==> config.mk <==
export PLATFORM = sky130hd
export DESIGN_NAME = periodic_tick_timer
export DESIGN_NICKNAME = d
export VERILOG_FILES = /design/src/rtl/timer_pkg.sv /design/src/rtl/tick_prescaler.sv /design/src/rtl/reload_counter.sv /design/src/rtl/timer_regs.sv /design/src/rtl/periodic_tick_timer.sv
export SDC_FILE = /design/constraint.sdc
export NUM_CORES = 1
export LEC_CHECK = 0
export CORE_ASPECT_RATIO = 1.4
export CORE_MARGIN = 1.5
export CORE_UTILIZATION = 50
export DETAILED_ROUTE_END_ITERATION = 16
export PLACE_DENSITY = 0.74
export SYNTH_ARGS = -nofsm -noshare
export SYNTH_HDL_FRONTEND = slang
export SYNTH_SLANG_ARGS = --single-unit
==> constraint.sdc <==
create_clock -name clk -period 2.4 [get_ports clk]
set_clock_uncertainty 0.05 [all_clocks]
set_input_delay 0.24 -clock clk [delete_from_list [all_inputs] [get_ports clk]]
set_output_delay 0.24 -clock clk [all_outputs]
set_load 0.005 [all_outputs]
==> src/rtl/timer_pkg.sv <==
// Shared constants for the periodic interrupt timer.
// Assumes an 8-bit data path and a one-bit register offset.
package timer_pkg;
    localparam int DATA_W = 8;
    localparam int ADDR_W = 1;
    localparam logic [ADDR_W-1:0] OFS_COUNT = 1'b0;  // start count (wr) / live count (rd)
    localparam logic [ADDR_W-1:0] OFS_CTRL  = 1'b1;  // enable (wr) / triggered flag (rd)
endpackage

==> src/rtl/tick_prescaler.sv <==
// Divides the system clock into a one-cycle tick every DIV clocks.
// A restart pulse zeroes the phase so the next tick is DIV clocks away.
// Assumes DIV >= 1; DIV == 1 yields a tick on every clock.
module tick_prescaler #(
    parameter int DIV = 1000
) (
    input  logic clk,
    input  logic rst_n,
    input  logic restart,
    output logic tick
);
    generate
        if (DIV == 1) begin : g_pass
            assign tick = 1'b1;
        end else begin : g_div
            localparam int CW = $clog2(DIV);
            localparam logic [CW-1:0] LAST = CW'(DIV - 1);
            logic [CW-1:0] phase;

            // Phase counter: wraps at LAST, cleared by reset or restart.
            always_ff @(posedge clk) begin
                if (!rst_n || restart) phase <= '0;
                else if (phase == LAST) phase <= '0;
                else phase <= phase + CW'(1);
            end

            assign tick = (phase == LAST);
        end
    endgenerate
endmodule

==> src/rtl/reload_counter.sv <==
// Reloadable down counter. A load sets the start value and the count and arms it.
// While armed, each tick decrements; a tick at zero reloads and reports an event.
// Assumes load has priority over a coincident tick.
module reload_counter #(
    parameter int W = 8
) (
    input  logic         clk,
    input  logic         rst_n,
    input  logic         load,
    input  logic [W-1:0] load_val,
    input  logic         tick,
    output logic [W-1:0] count,
    output logic [W-1:0] start,
    output logic         running,
    output logic         zero_evt
);
    // Counter state: start value, live count and armed flag.
    always_ff @(posedge clk) begin
        if (!rst_n) begin
            count   <= '0;
            start   <= '0;
            running <= 1'b0;
        end else if (load) begin
            count   <= load_val;
            start   <= load_val;
            running <= 1'b1;
        end else if (tick && running) begin
            count <= (count == '0) ? start : count - W'(1);
        end
    end

    assign zero_evt = tick && running && !load && (count == '0);
endmodule

==> src/rtl/timer_regs.sv <==
// Register port: decodes accesses, holds enable and triggered flag,
// muxes read data and forms the interrupt request.
// Assumes a read is any cycle with sel high and we low; reads return 0 otherwise.
module timer_regs
    import timer_pkg::*;
(
    input  logic              clk,
    input  logic              rst_n,
    input  logic              sel,
    input  logic              we,
    input  logic [ADDR_W-1:0] addr,
    input  logic [DATA_W-1:0] wdata,
    input  logic [DATA_W-1:0] count,
    input  logic              zero_evt,
    input  logic              ack,
    output logic              wr_start,
    output logic [DATA_W-1:0] rdata,
    output logic              enable,
    output logic              flag,
    output logic              irq
);
    logic rd_ctrl;

    assign wr_start = sel && we && (addr == OFS_COUNT);
    assign rd_ctrl  = sel && !we && (addr == OFS_CTRL);

    // Enable register: bit 0 of a control write.
    always_ff @(posedge clk) begin
        if (!rst_n) enable <= 1'b0;
        else if (sel && we && (addr == OFS_CTRL)) enable <= wdata[0];
    end

    // Triggered flag: set by a zero event, which wins over ack or read-clear.
    always_ff @(posedge clk) begin
        if (!rst_n) flag <= 1'b0;
        else if (zero_evt) flag <= 1'b1;
        else if (ack || rd_ctrl) flag <= 1'b0;
    end

    // Read mux: live count or flag, zero when not reading.
    always_comb begin
        rdata = '0;
        if (sel && !we) begin
            if (addr == OFS_COUNT) rdata = count;
            else rdata[0] = flag;
        end
    end

    assign irq = flag && enable;
endmodule

==> src/rtl/periodic_tick_timer.sv <==
// Top of the periodic interrupt timer: prescaler, reload counter and register port.
// Assumes CLK_HZ is an integer multiple of TICK_HZ.
module periodic_tick_timer
    import timer_pkg::*;
#(
    parameter int CLK_HZ  = 100_000_000,
    parameter int TICK_HZ = 100_000
) (
    input  logic              clk,
    input  logic              rst_n,
    input  logic              bus_sel,
    input  logic              bus_we,
    input  logic [ADDR_W-1:0] bus_addr,
    input  logic [DATA_W-1:0] bus_wdata,
    output logic [DATA_W-1:0] bus_rdata,
    input  logic              irq_ack,
    output logic              irq
);
    localparam int DIV = CLK_HZ / TICK_HZ;

    logic              tick;
    logic              wr_start;
    logic              zero_evt;
    logic              cnt_running;
    logic              enable;
    logic              flag;
    logic [DATA_W-1:0] cnt_value;
    logic [DATA_W-1:0] cnt_start;

    tick_prescaler #(.DIV(DIV)) u_presc (
        .clk     (clk),
        .rst_n   (rst_n),
        .restart (wr_start),
        .tick    (tick)
    );

    reload_counter #(.W(DATA_W)) u_cnt (
        .clk      (clk),
        .rst_n    (rst_n),
        .load     (wr_start),
        .load_val (bus_wdata),
        .tick     (tick),
        .count    (cnt_value),
        .start    (cnt_start),
        .running  (cnt_running),
        .zero_evt (zero_evt)
    );

    timer_regs u_regs (
        .clk      (clk),
        .rst_n    (rst_n),
        .sel      (bus_sel),
        .we       (bus_we),
        .addr     (bus_addr),
        .wdata    (bus_wdata),
        .count    (cnt_value),
        .zero_evt (zero_evt),
        .ack      (irq_ack),
        .wr_start (wr_start),
        .rdata    (bus_rdata),
        .enable   (enable),
        .flag     (flag),
        .irq      (irq)
    );
endmodule

Yosys cells after proc, flatten, opt, wreduce, memory -nomap -nowiden

Index checks and enable logic that the tools add are counted.

Word-level logic and storage cells: 36
Input port bits: 14
Flip-flop bits (word level): 29
Output and inout bits: 9

Mux-type cells: 8
Eq/ne operators: 1
Reductions and logical operators: 18
Bitwise logic cells: 1
$add $sub $neg: 2

Operator list:

| kind                    | number |
|---|---|
| $mux W8                 | 4 |
| $add A10 B1 Y10 const B | 1 |
| $eq A10 B10 Y1 const B  | 1 |
| $logic_and A1 B1 Y1     | 9 |
| $logic_not A8 Y1        | 1 |
| $sub A8 B1 Y8 const B   | 1 |
| $mux W7                 | 1 |
| $reduce_bool A2 Y1      | 2 |
| $logic_not A1 Y1        | 3 |
| $mux W1                 | 3 |
| $logic_or A1 B1 Y1      | 2 |
| $reduce_or A2 Y1        | 1 |
| $not A1 Y1              | 1 |

Logic depth before layout (Yosys ltp)

Depth in word-level cells: 6
Mapped depth: 7
Mapped depth without buffers: 6

Modules after synthesis

A second synthesis with hierarchy kept.

Cells, all modules: 184
Area, all modules: 1579.0 um2

By module, submodules not included:

| module         | times used | cells each | seq. area each (um2) | area each (um2) |
|---|---|---|---|---|
| reload_counter | 1          | 111        | 340.3                | 942.2 |
| tick_prescaler | 1          | 51         | 200.2                | 455.4 |
| timer_regs     | 1          | 22         | 40.0                 | 181.4 |

Least setup slack after synthesis

OpenSTA, ideal clock, no wires.

Path type: reg-to-reg
Start: reg u_cnt.count[0]
End: reg u_cnt.count[3]
Setup time: 0.088 ns
Setup slack: 0.333 ns
Clock period less this slack: 2.067 ns
Cell stages (with the launch flop): 8
Buffers on the path: 1
Required time: 2.262 ns
Arrival time: 1.929 ns
Cell sequence: dfxtp_1 > inv_1 > ha_1 > or4b_4 > buf_6 > or2_4 > a211o_1 > a311oi_2

Cells in the longest elaborated chain, start to end: 4
Elaborated cells on any way between the ends: 5
Those cells by class: 1 x add/sub; 3 x mux; 1 x reduce/logical

Ends and longest elaborated chain:

| what                                                     | RTL line             | text |
|---|---|---|
| start, declared                                          | reload_counter.sv:12 | `output logic [W-1:0] count,` |
| start signal, assigned                                   | reload_counter.sv:24 | `count <= load_val;` |
| start signal, assigned                                   | reload_counter.sv:28 | `count <= (count == '0) ? start : count - W'(1);` |
| $sub A8 B1 Y8 / $logic_not A8 Y1 (equally long branches) | reload_counter.sv:28 |  |
| $mux W8 (*)                                              | reload_counter.sv:28 |  |
| $mux W8 (*)                                              | reload_counter.sv:27 | `end else if (tick && running) begin` |
| $mux W8 (*)                                              | reload_counter.sv:23 | `end else if (load) begin` |

Mark *: on every way between the ends. The rest lies on a longest branch, timed or not. The select of a mux whose other input is x is not followed.
A chain may end at the register's enable or synchronous reset.

Worst setup path in the final report

Ends and elaborated chain as after synthesis.

==> results.toml <==
[run_status]
outcome = "completed"

[finish]
drive_gt1_share_pct = 6.85
finalInstanceArea_sq_um = 1910
synthToLayoutAreaGrowth_pct = 21.2
nFillCells = 276
diodes = 0
final_nets = 236

[synth]
ys_types = 44
synth_top_cell_area_share_pct = 36.8
synth_nets = 213
synth-seq-cells = 29
synthesis.area_sq_um = 1580
synth_area_per_cell_sq_um = 8.04
ys_seq_area_share_pct = 36.8
yosys_warnings = 0
synth_cells = 196
synth_top_area_cell = "dfxtp_1"
ys_top_cells_by_area = "dfxtp_1 (37%), nand2_1 (6.4%), nor2_1 (4.5%)"

[drt]
wirelength_um = 3770
dr.pass1.iters = 4
viasPerCell = 5.83
drc = 0
wl_per_cell_um = 14.7
drt_iter0_drc = 48
routed-via-count = 1492
final_antenna_net_count = 0

[worst_setup_path]
crit_required_ns = 2.55
crit_type = "flop to flop"
endpoint_kind = "flop"
worstPathArrival_ns = 2.31
path_cells = "inv_1, ha_1, or4b_4, or2_4, a211o_1, a311oi_2"
max_stage_delay_ns = 0.53
critical_path.max_fanout = 8
startpoint_type = "flop"
cp_slowest_cell = "or4b_4"

[sta]
rsz0062_at_grt = "false"
fin_crit_sh_pct = 90.1
tightest_slew_ns = 0.495
finalSetupTns_ns = 0
finalHoldViolCount = 0
slew_viol_final = 0
fin_crit_ns = 2.16
layout_setup_ws_ns = 0.238
max_freq_mhz = 462
setup_viol = 0
relSlewSlack_pct = 66.2

[floorplan]
rows = 23
start_util_pct = 53.7
die_area_sq_um = 3500
die_h_um = 69.4
core-area_sq_um = 2940
io_pins = 23
die_w_um = 50.5

[worst_hold_path]
min_path_type = "flop to flop"

[cts]
clkSinkCount = 29
htreeDepth = 2
cts-resized-gates = 0
root_buffer = "clkbuf_8"
clock_latency_ns = 0.28
clk_pin_slew_worst_paths_ns = 0.06
cts_buffers = 5
tritoncts = "built"
cts_setup_buffers = 0
clock_path_buffers = 2
cts_hold_buf = 0

[placed_design]
place_area_sq_um = 1820
routabilityCongestion = 0.861
pre_cts_slack_ns = 0.271
io_buffers = 22
place_hpwl_um = 2900

[grt]
grt_pass1_vias = 1497
grt-ovfl-total = 0
antenna_found_initial = 0
grt_pass1_wl_um = 6620
grt_util_all_layers_pct = 24.5
grt_max_degree = 18

[pwr]
p_leak_uw = 0.000683
p_per_area_nw_per_um2 = 566
peakVddDrop_mv = 0.389

[job]
cap_violations = 0
## critical path: cells and delay by family (launching register included)
| kind | cells | cell delay [ns] |
|---|---|---|
| compound gates | 2 | 0.52 |
| fa+ha+maj | 1 | 0.21 |
| buf+inv | 1 | 0.11 |
| flops | 1 | 0.35 |
| simple gates | 2 | 0.83 |
## per-stage QoR
| stage | util, % | cells | hold slack (ns) | total power, uW |
|---|---|---|---|---|
| floorplan | - | 196 | 0.322 | 638 |
| global placement | 62.1 | 249 | 0.382 | 685 |
| detailed placement | 62.1 | 249 | 0.387 | 690 |
| CTS | 65.1 | 256 | 0.398 | 1090 |
| global route | 65.1 | 256 | 0.414 | 1130 |
| finish | 65.1 | 256 | 0.393 | 1080 |
## cell type report
class / instances / area [sq um] / share of cell area [%]
timing repair buffer: 27 / 258 / 13.5
sequential: 29 / 581 / 30.4
multi-input combinational: 148 / 910 / 47.6
tap: 37 / 46.3 / 2.42
clock buffer: 7 / 86.3 / 4.52
inverter: 8 / 30.0 / 1.57
## cells in the mapped netlist, drive strengths merged
master / count
dfxtp: 29
nand2: 27
nor2: 19
a21oi: 12
nor3: 10
clkbuf: 9
inv: 8
xnor2: 7
and2: 6
and4: 5
nand3: 5
o21ai: 5
a31oi: 4
o211ai: 4
a311oi: 3
and3: 3
ha: 3
nand4: 3
nor3b: 3
xor2: 3
buf: 2
mux2: 2
mux2i: 2
nor4: 2
o21a: 2
o31ai: 2
or3: 2
a2111oi: 1
a211o: 1
a31o: 1
a32oi: 1
nand2b: 1
nand3b: 1
nor2b: 1
nor4b: 1
nor4bb: 1
o2111ai: 1
o221a: 1
or2: 1
or3b: 1
or4b: 1
## sequential cells by signal (all words and copies together), names as in the netlist
register	count
u_presc.g_div.phase	10
u_cnt.count	8
u_cnt.start	8
u_cnt.running	1
u_regs.enable	1
u_regs.flag	1
## final timing paths
path | from | endpoint | slack, ns | depth (start not counted)
hold / removal | u_presc.g_div.phase[0] | u_presc.g_div.phase[0] | 0.39 | 1
hold reg to reg | u_presc.g_div.phase[0] | u_presc.g_div.phase[0] | 0.39 | 1
setup / recovery | u_cnt.count[0] | u_cnt.count[3] | 0.24 | 6
setup reg to reg | u_cnt.count[0] | u_cnt.count[3] | 0.24 | 6
## layout by cell type, fill, tap and decap left out, types with 2 or more instances in the layout
| cell | count |
|---|---|
| o31ai_1 | 2 |
| o21a_1 | 2 |
| nand3_1 | 5 |
| clkbuf_8 | 6 |
| dfxtp_1 | 29 |
| and2_1 | 6 |
| inv_1 | 7 |
| nand4_1 | 3 |
| nor3_1 | 10 |
| xnor2_1 | 7 |
| a311oi_1 | 2 |
| a31oi_1 | 4 |
| ha_1 | 3 |
| o21ai_1 | 3 |
| or3_1 | 2 |
| nor2_1 | 19 |
| and3_1 | 3 |
| buf_4 | 5 |
| clkdlybuf4s50_1 | 22 |
| mux2_1 | 2 |
| a21oi_1 | 12 |
| and4_1 | 5 |
| o211ai_1 | 4 |
| nor3b_1 | 3 |
| nand2_1 | 27 |
| xor2_1 | 3 |
| o21ai_0 | 2 |
| nor4_1 | 2 |
| mux2i_1 | 2 |
## routing by layer
layer / vias up / track usage, % / routed length, um
met4: 0 / 11.7 / 67
li1: 742 / - / -
met5: - / 0 / 0
met3: 6 / 5.60 / 156
met2: 42 / 43.6 / 2050
met1: 702 / 26.4 / 1500
## cells by family after synthesis
family                   synth area share, %
AO/OA/AOI/OAI                           16.3
flip-flops                              36.8
XOR/XNOR                                5.56
adder cells (fa/ha/maj)                 2.38
AND/OR/NAND/NOR                         30.7
multiplexers                            2.70
buffers and inverters                   5.48
## power by group
group | total (uW) | internal [uW] | switching [uW] | leakage [uW]
sequential | 516 | 498 | 17.9 | 0.000236
clock | 400 | 227 | 173 | 0.0000443
combinational | 166 | 82.3 | 83.7 | 0.000403
total | 1080 | 807 | 275 | 0.000683
(Power assumes the default switching activity.)
